**config.mk**
```make
export PLATFORM = sky130hd
export DESIGN_NAME = okt_alert
export DESIGN_NICKNAME = d
export VERILOG_FILES = /design/src/rtl/okt_pkg.sv /design/src/rtl/okt_window.sv /design/src/rtl/okt_fault_queue.sv /design/src/rtl/okt_alert_ctl.sv /design/src/rtl/okt_alert.sv
export SDC_FILE = /design/constraint.sdc
export NUM_CORES = 1
export LEC_CHECK = 0
export BUFFER_PORTS_ARGS = -buffer_cell sky130_fd_sc_hd__buf_2
export CORE_AREA = 2 2 48 50
export DETAILED_ROUTE_END_ITERATION = 8
export DIE_AREA = 0 0 50 52
export GPL_TIMING_DRIVEN = 0
export PLACE_DENSITY = 0.82
export SLEW_MARGIN = 20
export SYNTH_ARGS = -nofsm -noshare
export SYNTH_HDL_FRONTEND = slang
export SYNTH_SLANG_ARGS = --single-unit
```
**constraint.sdc**
```tcl
create_clock -name clk -period 3.71 [get_ports clk]
set_clock_uncertainty 0.05 [all_clocks]
set_input_delay 0.1855 -clock clk [delete_from_list [all_inputs] [get_ports clk]]
set_output_delay 0.1855 -clock clk [all_outputs]
set_load 0.01 [all_outputs]
```
**src/rtl/okt_pkg.sv**
```systemverilog
// Package: shared types and constants for the overtemperature alert.
// Assumes temperatures use two's complement at 1/16 degree per step.
package okt_pkg;

    // Default temperature width and limit word width.
    localparam int unsigned TEMP_W_DEF = 12;
    localparam int unsigned WORD_W_DEF = 16;

    // Reset values of the limit words: +80 C and +75 C.
    localparam logic [15:0] LIM_OVER_RST = 16'h5000;
    localparam logic [15:0] LIM_HYST_RST = 16'h4B00;

    // Alert phase: cool means watching the upper limit, hot means watching hysteresis.
    typedef enum logic {
        PH_COOL = 1'b0,
        PH_HOT  = 1'b1
    } okt_phase_t;

    // Decoded configuration nibble.
    typedef struct packed {
        logic [1:0] qsel;
        logic       pol_high;
        logic       intr_mode;
    } okt_cfg_t;

    // Largest of the four queue depths.
    function automatic int unsigned okt_max4(input int unsigned a, input int unsigned b,
                                             input int unsigned c, input int unsigned d);
        int unsigned m;
        m = a;
        if (b > m) m = b;
        if (c > m) m = c;
        if (d > m) m = d;
        return m;
    endfunction

endpackage

```
**src/rtl/okt_window.sv**
```systemverilog
// Module: threshold window comparator.
// Picks the upper limit in the cool phase (fault when sample >= limit) or the
// hysteresis limit in the hot phase (fault when sample < limit). Limits are
// taken from the top TEMP_W bits of each word and compared as signed values.
module okt_window
    import okt_pkg::*;
#(
    parameter int unsigned TEMP_W = TEMP_W_DEF,
    parameter int unsigned WORD_W = WORD_W_DEF
) (
    input  logic [TEMP_W-1:0] smp_temp,
    input  logic [WORD_W-1:0] lim_over,
    input  logic [WORD_W-1:0] lim_hyst,
    input  okt_phase_t        phase,
    output logic              fault
);

    localparam int unsigned PAD_W = WORD_W - TEMP_W;

    logic signed [TEMP_W-1:0] t_s;
    logic signed [TEMP_W-1:0] over_s;
    logic signed [TEMP_W-1:0] hyst_s;
    logic                     at_or_above;
    logic                     below_hyst;

    // Extract signed operands; the low PAD_W bits of each word are dropped.
    always_comb begin
        t_s    = signed'(smp_temp);
        over_s = signed'(lim_over[WORD_W-1 -: TEMP_W]);
        hyst_s = signed'(lim_hyst[WORD_W-1 -: TEMP_W]);
    end

    // Signed comparisons against both limits.
    always_comb begin
        at_or_above = (t_s >= over_s);
        below_hyst  = (t_s <  hyst_s);
    end

    // Choose the comparison that matters for the present phase.
    always_comb begin
        fault = (phase == PH_HOT) ? below_hyst : at_or_above;
    end

    // Width sanity check made at elaboration.
    initial begin
        a_r2_width_fit: assert (PAD_W < WORD_W && TEMP_W > 1)
            else $error("okt_window: TEMP_W must fit inside WORD_W");
    end

endmodule

```
**src/rtl/okt_fault_queue.sv**
```systemverilog
// Module: consecutive-fault counter.
// Counts valid faulting samples and raises trip on the edge that accepts the
// sample completing the selected depth; any valid non-fault sample empties it.
// Assumes every DEPTHS entry is at least 1.
module okt_fault_queue
    import okt_pkg::*;
#(
    parameter int unsigned DEPTHS [4] = '{1, 2, 4, 6}
) (
    input  logic       clk,
    input  logic       rst_n,
    input  logic       smp_valid,
    input  logic       fault,
    input  logic [1:0] qsel,
    output logic       trip
);

    localparam int unsigned DMAX = okt_max4(DEPTHS[0], DEPTHS[1], DEPTHS[2], DEPTHS[3]);
    localparam int unsigned CW   = $clog2(DMAX + 1);

    logic [CW-1:0] cnt_q;
    logic [CW-1:0] cnt_inc;
    logic [CW-1:0] depth;

    // Decode the selected depth from the parameter table.
    always_comb begin
        depth = CW'(DEPTHS[qsel]);
    end

    // Next count, and trip once the selected depth is reached.
    always_comb begin
        cnt_inc = cnt_q + CW'(1);
        trip    = smp_valid && fault && (cnt_inc >= depth);
    end

    // Update the queue on each valid sample.
    always_ff @(posedge clk) begin
        if (!rst_n) begin
            cnt_q <= '0;
        end else if (smp_valid) begin
            if (!fault || trip) cnt_q <= '0;
            else                cnt_q <= cnt_inc;
        end
    end

    // the queue never holds a full largest depth.
    a_r3_count_bound: assert property (@(posedge clk) disable iff (!rst_n)
        cnt_q < CW'(DMAX));

    // a valid non-fault sample empties the queue.
    a_r4_clear_on_pass: assert property (@(posedge clk) disable iff (!rst_n)
        (smp_valid && !fault) |=> (cnt_q == '0));

    // cycles without a sample leave the queue alone.
    a_r4_hold_idle: assert property (@(posedge clk) disable iff (!rst_n)
        !smp_valid |=> $stable(cnt_q));

endmodule

```
**src/rtl/okt_alert_ctl.sv**
```systemverilog
// Module: alert phase, interrupt latch and pin driver.
// The phase flips on every trip. The latch is set by a trip and cleared by a
// status read (a trip in the same cycle wins). The pin shows the phase in
// comparator mode or the latch in interrupt mode, with selectable polarity.
module okt_alert_ctl
    import okt_pkg::*;
(
    input  logic       clk,
    input  logic       rst_n,
    input  logic       trip,
    input  logic       stat_rd,
    input  logic       intr_mode,
    input  logic       pol_high,
    output okt_phase_t phase,
    output logic       alert_pin
);

    logic irq_q;
    logic asserted;

    // Phase alternates between cool and hot on each event.
    always_ff @(posedge clk) begin
        if (!rst_n)    phase <= PH_COOL;
        else if (trip) phase <= (phase == PH_COOL) ? PH_HOT : PH_COOL;
    end

    // Event latch: set on trip, cleared by status read.
    always_ff @(posedge clk) begin
        if (!rst_n)       irq_q <= 1'b0;
        else if (trip)    irq_q <= 1'b1;
        else if (stat_rd) irq_q <= 1'b0;
    end

    // Logical alert level for the selected mode.
    always_comb begin
        asserted = intr_mode ? irq_q : (phase == PH_HOT);
    end

    // Apply pin polarity.
    always_comb begin
        alert_pin = pol_high ? asserted : !asserted;
    end

    // an event always leaves the latch set.
    a_r6_event_sets: assert property (@(posedge clk) disable iff (!rst_n)
        trip |=> irq_q);

    // a status read without a concurrent event clears the latch.
    a_r6_read_clears: assert property (@(posedge clk) disable iff (!rst_n)
        (stat_rd && !trip) |=> !irq_q);

    // the phase moves only on an event.
    a_r5_phase_stable: assert property (@(posedge clk) disable iff (!rst_n)
        !trip |=> $stable(phase));

    // an event flips the phase on the very next edge.
    a_r9_phase_flips: assert property (@(posedge clk) disable iff (!rst_n)
        trip |=> (phase != $past(phase)));

endmodule

```
**src/rtl/okt_alert.sv**
```systemverilog
// Module: overtemperature alert top level.
// Joins the window comparator, the fault queue and the alert controller.
// Assumes limits arrive already stored; cfg is {qsel[1:0], pol_high, intr_mode}.
module okt_alert
    import okt_pkg::*;
#(
    parameter int unsigned TEMP_W     = TEMP_W_DEF,
    parameter int unsigned WORD_W     = WORD_W_DEF,
    parameter int unsigned DEPTHS [4] = '{1, 2, 4, 6}
) (
    input  logic              clk,
    input  logic              rst_n,
    input  logic              smp_valid,
    input  logic [TEMP_W-1:0] smp_temp,
    input  logic [WORD_W-1:0] lim_over,
    input  logic [WORD_W-1:0] lim_hyst,
    input  logic [3:0]        cfg,
    input  logic              stat_rd,
    output logic              alert_pin
);

    okt_cfg_t   cfg_s;
    okt_phase_t phase;
    logic       fault;
    logic       trip;

    // Unpack the configuration nibble.
    always_comb begin
        cfg_s = okt_cfg_t'(cfg);
    end

    okt_window #(
        .TEMP_W (TEMP_W),
        .WORD_W (WORD_W)
    ) u_window (
        .smp_temp (smp_temp),
        .lim_over (lim_over),
        .lim_hyst (lim_hyst),
        .phase    (phase),
        .fault    (fault)
    );

    okt_fault_queue #(
        .DEPTHS (DEPTHS)
    ) u_queue (
        .clk       (clk),
        .rst_n     (rst_n),
        .smp_valid (smp_valid),
        .fault     (fault),
        .qsel      (cfg_s.qsel),
        .trip      (trip)
    );

    okt_alert_ctl u_ctl (
        .clk       (clk),
        .rst_n     (rst_n),
        .trip      (trip),
        .stat_rd   (stat_rd),
        .intr_mode (cfg_s.intr_mode),
        .pol_high  (cfg_s.pol_high),
        .phase     (phase),
        .alert_pin (alert_pin)
    );

    // the cycle after reset the pin is at its inactive level.
    a_r1_reset_idle: assert property (@(posedge clk)
        !rst_n |=> (alert_pin == !cfg_s.pol_high) || $changed(cfg));

endmodule

```
**Word level (Yosys, flattened, before mapping)**

Cells that the tools add are included.

- Word-level logic and storage cells: 25
- Register bits: 5
- Input port bits: 52

- Magnitude comparators: 4
- Bitwise gates (word level): 1
- Mux-type cells: 10
- Reduce and logical (&&, ||, !) cells: 6
- $add $sub $neg: 1

Operators by type and width:

| cell | number |
|---|---|
| $bmux 32 s2 | 1 |
| $ge 12x12->1 | 1 |
| $lt 12x12->1 | 1 |
| $mux 3 | 3 |
| $mux 1 | 6 |
| $add 3x1->3 const B | 1 |
| $ge 3x3->1 | 1 |
| $ge 3x3->1 const B | 1 |
| $not 2->3 | 1 |
| $logic_and 1x1->1 | 2 |
| $logic_not 1->1 | 2 |
| $reduce_bool 2->1 | 1 |
| $logic_or 1x1->1 | 1 |

**Logic depth before layout (Yosys ltp)**

Gate-level depths: netlist of the first run.

- Depth in word-level cells: 8
- Mapped depth: 8
- Mapped depth without buffers: 8

**By module**

From an unflattened synthesis of the first run, not the netlist that was laid out.

- Cell total of the unflattened synthesis: 116
- Area, all modules: 932.1 µm²

Modules (own cells, without submodules):

| module | cells an instance | area an instance (µm²) | instances | seq. area each (µm²) |
|---|---|---|---|---|
| okt_window | 82 | 619.3 | 1 | 0.0 |
| okt_fault_queue | 26 | 225.2 | 1 | 60.1 |
| okt_alert_ctl | 8 | 87.6 | 1 | 40.0 |

**Least setup slack after synthesis of the first run**

Ideal clock, no wire load.

- Path type: input port to flip-flop
- From: input lim_over[15]
- To: register u_ctl.phase
- Path slack: 1.776 ns
- Library setup time: 0.125 ns
- Arrival time: 1.758 ns
- Cell stages on the path: 8
- Path buffers: 0
- Cell sequence: inv_1 ha_1 nand4_2 nor2_1 a311o_1 or4_4 nand4_4 o32ai_2

- Cells in the longest elaborated chain, start to end: 4

Ends and longest elaborated chain:

| item | RTL line | source |
|---|---|---|
| start: declaration | okt_alert.sv:15 | `input logic [WORD_W-1:0] lim_over,` |
| $ge 12x12->1 | okt_window.sv:35 | `at_or_above = (t_s >= over_s);` |
| $mux 1 | okt_window.sv:41 | `fault = (phase == PH_HOT) ? below_hyst : at_or_above;` |
| $logic_and 1x1->1 (2 in series) | okt_fault_queue.sv:33 | `trip = smp_valid && fault && (cnt_inc >= depth);` |
| end signal: assignment | okt_alert_ctl.sv:24 | `else if (trip) phase <= (phase == PH_COOL) ? PH_HOT : PH_COOL;` |
| end: declaration | okt_alert_ctl.sv:14 | `output okt_phase_t phase,` |

Every way passes these cells.
A chain may end at the register's enable or synchronous reset.

**Worst setup path in the final report of the first run**

- From: register u_queue.cnt_q[0]
- To: register u_ctl.phase

- Cells in the longest elaborated chain, start to end: 3

Ends and longest elaborated chain:

| item | RTL line | source |
|---|---|---|
| start: declaration | okt_fault_queue.sv:21 | `logic [CW-1:0] cnt_q;` |
| start signal: assignment | okt_fault_queue.sv:42 | `else cnt_q <= cnt_inc;` |
| $add 3x1->3 | okt_fault_queue.sv:32 | `cnt_inc = cnt_q + CW'(1);` |
| $ge 3x3->1 | okt_fault_queue.sv:33 |  |
| $logic_and 1x1->1 | okt_fault_queue.sv:33 |  |

Every way passes these cells.

==> flow_summary.json, run 1 <==
{
  "status": "finished clean",
  "final-seq-area_sq_um": 100,
  "setup_tns_ns": 0,
  "rsz0062_at_grt": "no",
  "crit_start": "u_queue.cnt_q[0]",
  "multi_input_area_sq_um": 726,
  "drive_gt1_share_pct": 31.4,
  "cts_tree": "built",
  "setup.worst_path.start_class": "flip-flop",
  "synth_commonest_cells": "inv_1, ha_1, nor2_1",
  "hold_viol_final": 0,
  "drc_errors": 0,
  "drt_iter0_drc": 2,
  "slew_headroom_pct": 76.6,
  "yosysWarningCount": 0,
  "required_ns": 3.80,
  "crit_top_cell": "ha_1",
  "cts-hold-fix-buffers": 0,
  "tightest_slew_ns": 0.351,
  "timing.final.crit_share_pct": 50.7,
  "hold_start": "stat_rd",
  "crit_path_max_incr_delay_ns": 0.33,
  "wl_per_cell_um": 10.7,
  "cts_setup_buffers": 0,
  "critPathMaxFanout": 4,
  "die-area_sq_um": 2600,
  "synth_most_common_cell": "inv_1",
  "final_antenna_net_count": 0,
  "drv_cap": 0,
  "clk_pin_slew_ns": 0.05,
  "yosysTopAreaCell": "ha_1",
  "cts_root_buf": "clkbuf_4",
  "synth_cell_types": 30,
  "die_x_um": 50,
  "gp_congestion": 0.691,
  "worstPathArrival_ns": 1.97,
  "dp_hpwl_um": 1970,
  "synthCells": 121,
  "grt.overflow.total": 0,
  "min_period_ns": 1.88,
  "ctsResizeCount": 0,
  "drv_slew": 0,
  "antenna_found_initial": 0,
  "numCtsBuffers": 3,
  "clock_sinks": 5,
  "crit_slowest_cell": "dfxtp_1",
  "synth_ff_type": "dfxtp_1",
  "antennaDiodeCount": 0,
  "seq_area_frac_synth_pct": 10.7,
  "synth.avg_cell_area_sq_um": 7.76,
  "setup_viol": 0,
  "nFillCells": 194,
  "die_y_um": 52,
  "cts_buffer_depth": 2,
  "grt_pass1_vias": 964,
  "h-tree-depth": 1,
  "grt_pass1_wl_um": 3660,
  "hold_path_class": "in2reg",
  "synth-seq-cells": 5,
  "grt_max_degree": 7,
  "max_freq_mhz": 531,
  "fin_ws_ns": 1.83,
  "yosys.area.top_type_share_pct": 36.0,
  "critPathTopFamily": "adder cells",
  "cp_num_buf_inv": 1,
  "synth-edff-count": 0,
  "rows": 17,
  "path_class": "reg2reg",
  "end_kind": "flip-flop",
  "synthesis.nets": 200,
  "worst_skew_pair.late_latency_ns": 0.26,
  "ir_drop_uv": 110,
  "syn-cell-area_sq_um": 938,
  "io-pin-count": 53,
  "layout.nets": 249,
  "path_cells": "ha_1 -> xnor2_1 -> inv_1 -> ha_1 -> nor2_1 -> a21oi_1 -> and2_2 -> o32ai_2",
  "placed_area_sq_um": 1190,
  "grt_use_total_pct": 18.2,
  "areaGrowthSynthToFinish_pct": 30.0,
  "via_per_inst": 5.09,
  "final_util_pct": 57.9,
  "async_flop_share_pct": 0,
  "wl_um": 2120,
  "finalPower_uw": 246,
  "drt-pass1-iter-count": 2,
  "place.port_buffers": 44,
  "p_leak_uw": 0.000718,
  "core-area_sq_um": 2110,
  "r2r_start": "u_queue.cnt_q[0]",
  "start_util_pct": 44.6,
  "netlist_top_cells_area": "ha_1, inv_1, dfxtp_1",
  "power.density_nw_per_um2": 202,
  "dpl_worst_slack_ns": 1.57,
  "vias": 1002,
  "final_area_sq_um": 1220
}
## path summary, 6_finish.rpt
kind / endpoint / slack (ns) / cells past startpoint
max: u_ctl.phase / 1.83 / 8
min: u_ctl.irq_q / 0.14 / 3
max reg2reg: u_ctl.phase / 1.83 / 8
min reg2reg: u_queue.cnt_q[2] / 0.42 / 2
## state kept, by name, indices dropped and copies added, names as in the netlist
register       count
u_ctl.phase        1
u_queue.cnt_q      3
u_ctl.irq_q        1
## tightest hold or removal path, cell delays in order
cell	delay, ns
buf_2	0.07
nand3b_1	0.09
o21ai_1	0.05
## layer usage
layer	global-route usage (%)	vias to the layer above	wire (um)
li1	-	521	-
met1	17.6	445	826
met2	36.2	29	1140
met3	3.45	7	106
met4	9.26	0	43
met5	0	-	0
## logic make-up after synthesis
| kind of cell | share of synthesized area [%] |
|---|---|
| buffers and inverters | 12.0 |
| AOI/OAI and AO/OA | 20.7 |
| and+or+nand+nor | 17.7 |
| adders and majority gates | 36.0 |
| DFF | 10.7 |
| xor gates and xnor gates | 1.87 |
| muxes | 1.07 |
## power breakdown
group          internal (uW)  switching (uW)  total [uW]
clock                   41.0            26.9        67.9
sequential              57.8            4.02        61.8
combinational           57.2            59.2         116
total                    156            90.1         246
## placed cells by master (no fill, tap or decap), types with 3 or more instances in the layout
cell and instances:
dfxtp_1 5, nor2_1 8, nand2_1 7, o21ai_0 3, buf_2 44, inv_1 30, o31ai_1 4, nand4_1 3
clkbuf_4 3, ha_1 27, a21o_1 3, a21oi_1 7
## final cells by class
cell class	count	share of cell area, %
Inverter	30	9.23
Multi-Input combinational cell	86	59.5
Sequential cell	5	8.21
Timing Repair Buffer	44	18.1
Tap cell	28	2.87
Clock buffer	4	2.15
## stage by stage
step | hold WS (ns) | cells
6_report | 0.143 | 197
5_1_grt | 0.149 | 197
4_1_cts | 0.141 | 197
3_5_place_dp | 0.403 | 193
3_3_place_gp | 0.390 | 193
2_1_floorplan | 0.282 | 121
Note: power is estimated with default switching activity, not from simulation.
==> run 2: changes to the inputs <==
--- a/config.mk
+++ b/config.mk
@@ -5,12 +5,13 @@
 export SDC_FILE = /design/constraint.sdc
 export NUM_CORES = 1
 export LEC_CHECK = 0
+export ABC_AREA = 1
 export BUFFER_PORTS_ARGS = -buffer_cell sky130_fd_sc_hd__buf_2
-export CORE_AREA = 2 2 48 50
+export CORE_AREA = 2 2 54 56
 export DETAILED_ROUTE_END_ITERATION = 8
-export DIE_AREA = 0 0 50 52
+export DIE_AREA = 0 0 56 58
 export GPL_TIMING_DRIVEN = 0
-export PLACE_DENSITY = 0.82
+export PLACE_DENSITY = 0.74
 export SLEW_MARGIN = 20
 export SYNTH_ARGS = -nofsm -noshare
 export SYNTH_HDL_FRONTEND = slang
==> constraint.sdc (replaced) <==
create_clock -name clk -period 1.6 [get_ports clk]
set_clock_uncertainty 0.05 [all_clocks]
set_input_delay 0.08 -clock clk [delete_from_list [all_inputs] [get_ports clk]]
set_output_delay 0.08 -clock clk [all_outputs]
set_load 0.01 [all_outputs]
==> run 2 against run 1 <==
The flow now finishes with violations (negative setup slack). Critical endpoint is now u_queue.cnt_q[1]. Critical path type unchanged. Routed wire length fell by 4.3%. Largest cell class unchanged. Non-clock buffer count rose by 2. Design area rose by 16%. Register-to-register slack got worse by 2.0 ns. Maximum frequency rose by 4.8%. Synthesized area rose by 12%. Global-route usage fell by 5.2 points. Critical path depth rose by 1. First-iteration DRC count rose to 8.0 times the previous value.
==> flow_summary.json, run 2 <==
{
  "synthesis.nets": 248,
  "setup_tns_ns": -0.795,
  "synth_commonest_cells": "inv_1, nand2_1, ha_1",
  "synth_ff_type": "dfxtp_1",
  "layout.nets": 299,
  "synth.avg_cell_area_sq_um": 6.22,
  "slew_headroom_pct": 85.7,
  "yosys.area.top_type_share_pct": 32.1,
  "drv_cap": 0,
  "largest_reg_flops": 3,
  "grt.overflow.total": 0,
  "required_ns": 1.72,
  "syn-cell-area_sq_um": 1050,
  "yosysTopAreaCell": "ha_1",
  "rows": 19,
  "async_flop_share_pct": 0,
  "cts-hold-fix-buffers": 0,
  "reg2reg_setup_slack_ns": -0.20,
  "routedLengthMet1_um": 960,
  "final-seq-area_sq_um": 105,
  "hold_end": "u_queue.cnt_q[0]",
  "hold_start": "rst_n",
  "crit_path_max_incr_delay_ns": 0.34,
  "clock_sinks": 5,
  "end_kind": "flip-flop",
  "io-pin-count": 53,
  "multi_input_area_sq_um": 828,
  "timing.final.crit_share_pct": 112,
  "antennaDiodeCount": 0,
  "antenna_found_initial": 0,
  "synth_cell_types": 17,
  "cts_root_buf": "clkbuf_4",
  "core-area_sq_um": 2660,
  "worstPathArrival_ns": 1.92,
  "drt_iter0_drc": 16,
  "regMostFlops": "u_queue.cnt_q",
  "synth-seq-cells": 5,
  "p_leak_uw": 0.000908,
  "highest_layer": "met3",
  "clk_pin_slew_ns": 0.04,
  "path_cells": "ha_4 -> xor2_4 -> ha_4 -> a21oi_2 -> o211ai_1 -> buf_4 -> nor2_4 -> nand4_1 -> a21oi_2",
  "hold_viol_final": 0,
  "r2r_start": "u_queue.cnt_q[0]",
  "cts_buffer_depth": 2,
  "reg2reg_to": "u_queue.cnt_q[1]",
  "drive_gt1_share_pct": 32.0,
  "netlist_top_cells_area": "ha_1, inv_1, nand2_1",
  "power.density_nw_per_um2": 441,
  "drv_slew": 0,
  "cts_tree": "built",
  "layout_common_cells": "inv_1, nand2_1, buf_2",
  "wl_met2_um": 940,
  "dp_hpwl_um": 1840,
  "vias": 1091,
  "wl_met3_um": 123,
  "rr_worst_depth": 9,
  "stdcell_count": 250,
  "setup_viol": 5,
  "grt_use_total_pct": 13.1,
  "crit_slowest_cell": "dfxtp_4",
  "drt-pass1-iter-count": 4,
  "critPathMaxFanout": 3,
  "die_x_um": 56,
  "seq_area_frac_synth_pct": 9.52,
  "final_antenna_net_count": 0,
  "synth-edff-count": 0,
  "worstHoldPathCells": 3,
  "rsz0062_at_grt": "yes",
  "top_regs": "u_queue.cnt_q: 3 flops, u_ctl.irq_q: 1 flops, u_ctl.phase: 1 flops",
  "start_util_pct": 39.5,
  "via_per_inst": 4.36,
  "die-area_sq_um": 3250,
  "grt_pass1_wl_um": 3480,
  "setup.worst_path.start_class": "flip-flop",
  "synth_most_common_cell": "inv_1",
  "final_common_cell": "inv_1",
  "fin_ws_ns": -0.196,
  "worst_skew_pair.late_latency_ns": 0.25,
  "path_class": "reg2reg",
  "h-tree-depth": 1,
  "nFillCells": 269,
  "drc_errors": 0,
  "die_y_um": 58,
  "wl_per_cell_um": 8.10,
  "areaGrowthSynthToFinish_pct": 34.9,
  "placedCellCount": 244,
  "grt_max_degree": 6,
  "critPathTopFamily": "adder cells",
  "max_freq_mhz": 557,
  "violations": "negative setup slack",
  "tightest_slew_ns": 0.214,
  "cp_num_buf_inv": 1,
  "place.port_buffers": 44,
  "gp_congestion": 0.750,
  "yosysWarningCount": 0,
  "grt_pass1_vias": 950,
  "numCtsBuffers": 3,
  "status": "finished, violations left",
  "min_period_ns": 1.80,
  "ir_drop_uv": 223,
  "hold_path_class": "in2reg",
  "wl_um": 2020,
  "synthCells": 169
}
run 2: changes by cell type after synthesis, moves of 4 or more:
cell / change
nand2_1: +40
inv_1: +19
a21oi_1: +5
nor2_1: -4
nand3_2: +4
o31ai_1: -4
run 2: worst max path at each step:
stage | start | endpoint | slack [ns] | depth (start not counted)
floorplan | u_queue.cnt_q[0] | u_ctl.phase | -0.06 | 11
global placement | u_queue.cnt_q[0] | u_queue.cnt_q[1] | -0.17 | 8
detailed placement | u_queue.cnt_q[0] | u_queue.cnt_q[1] | -0.22 | 8
CTS | u_queue.cnt_q[0] | u_ctl.phase | -0.16 | 11
global route | u_queue.cnt_q[0] | u_ctl.phase | -0.31 | 11
finish | u_queue.cnt_q[0] | u_queue.cnt_q[1] | -0.20 | 9
run 2: area by class of cell:
class	count	share of cell area (%)
Multi-Input combinational cell	115	58.4
Clock buffer	4	1.85
Tap cell	31	2.74
Sequential cell	5	7.41
Inverter	49	13.0
Timing Repair Buffer	46	16.6
run 2: per-stage QoR:
step | hold WS, ns | power [uW] | instance area (sq um) | worst slack [ns] | util [%]
final | 0.0314 | 625 | 1420 | -0.196 | 53.2
after global routing | 0.0441 | 691 | 1420 | -0.315 | 53.2
after CTS | 0.0232 | 620 | 1400 | -0.163 | 52.5
after detailed placement | 0.288 | 455 | 1330 | -0.222 | 49.8
after global placement | 0.281 | 445 | 1330 | -0.165 | 49.8
after floorplan | 0.161 | 352 | 1070 | -0.0570 | -
run 2: timing repair:
item	4_1_cts	5_1_grt
setup endpoints to repair	5	5
resized for setup	7	3
pin swaps	3	4
setup buffers	1	1
run 2: layer usage:
layer,global-route usage (%),up-vias
met5,0,-
met4,6.12,0
met3,2.01,0
met2,22.2,30
met1,16.3,439
li1,-,622
run 2: cells by family after synthesis:
logic type                 Yosys count  synth area share [%]
adders and majority gates           27                  32.1
xor gates and xnor gates             2                  1.67
AOI/OAI and AO/OA                   16                  8.10
and+or+nand+nor                     70                  31.1
buffers and inverters               49                  17.5
DFF                                  5                  9.52
run 2: report_power, final:
group	internal [uW]	switching (uW)	total (uW)	leakage, uW
sequential	135	8.17	143	0.0000418
combinational	157	175	332	0.000851
clock	94.4	54.7	149	0.0000150
run 2: worst min-delay path, cell delays in order:
cell     delay, ns
buf_2         0.10
o21ai_0       0.06
a21oi_1       0.04
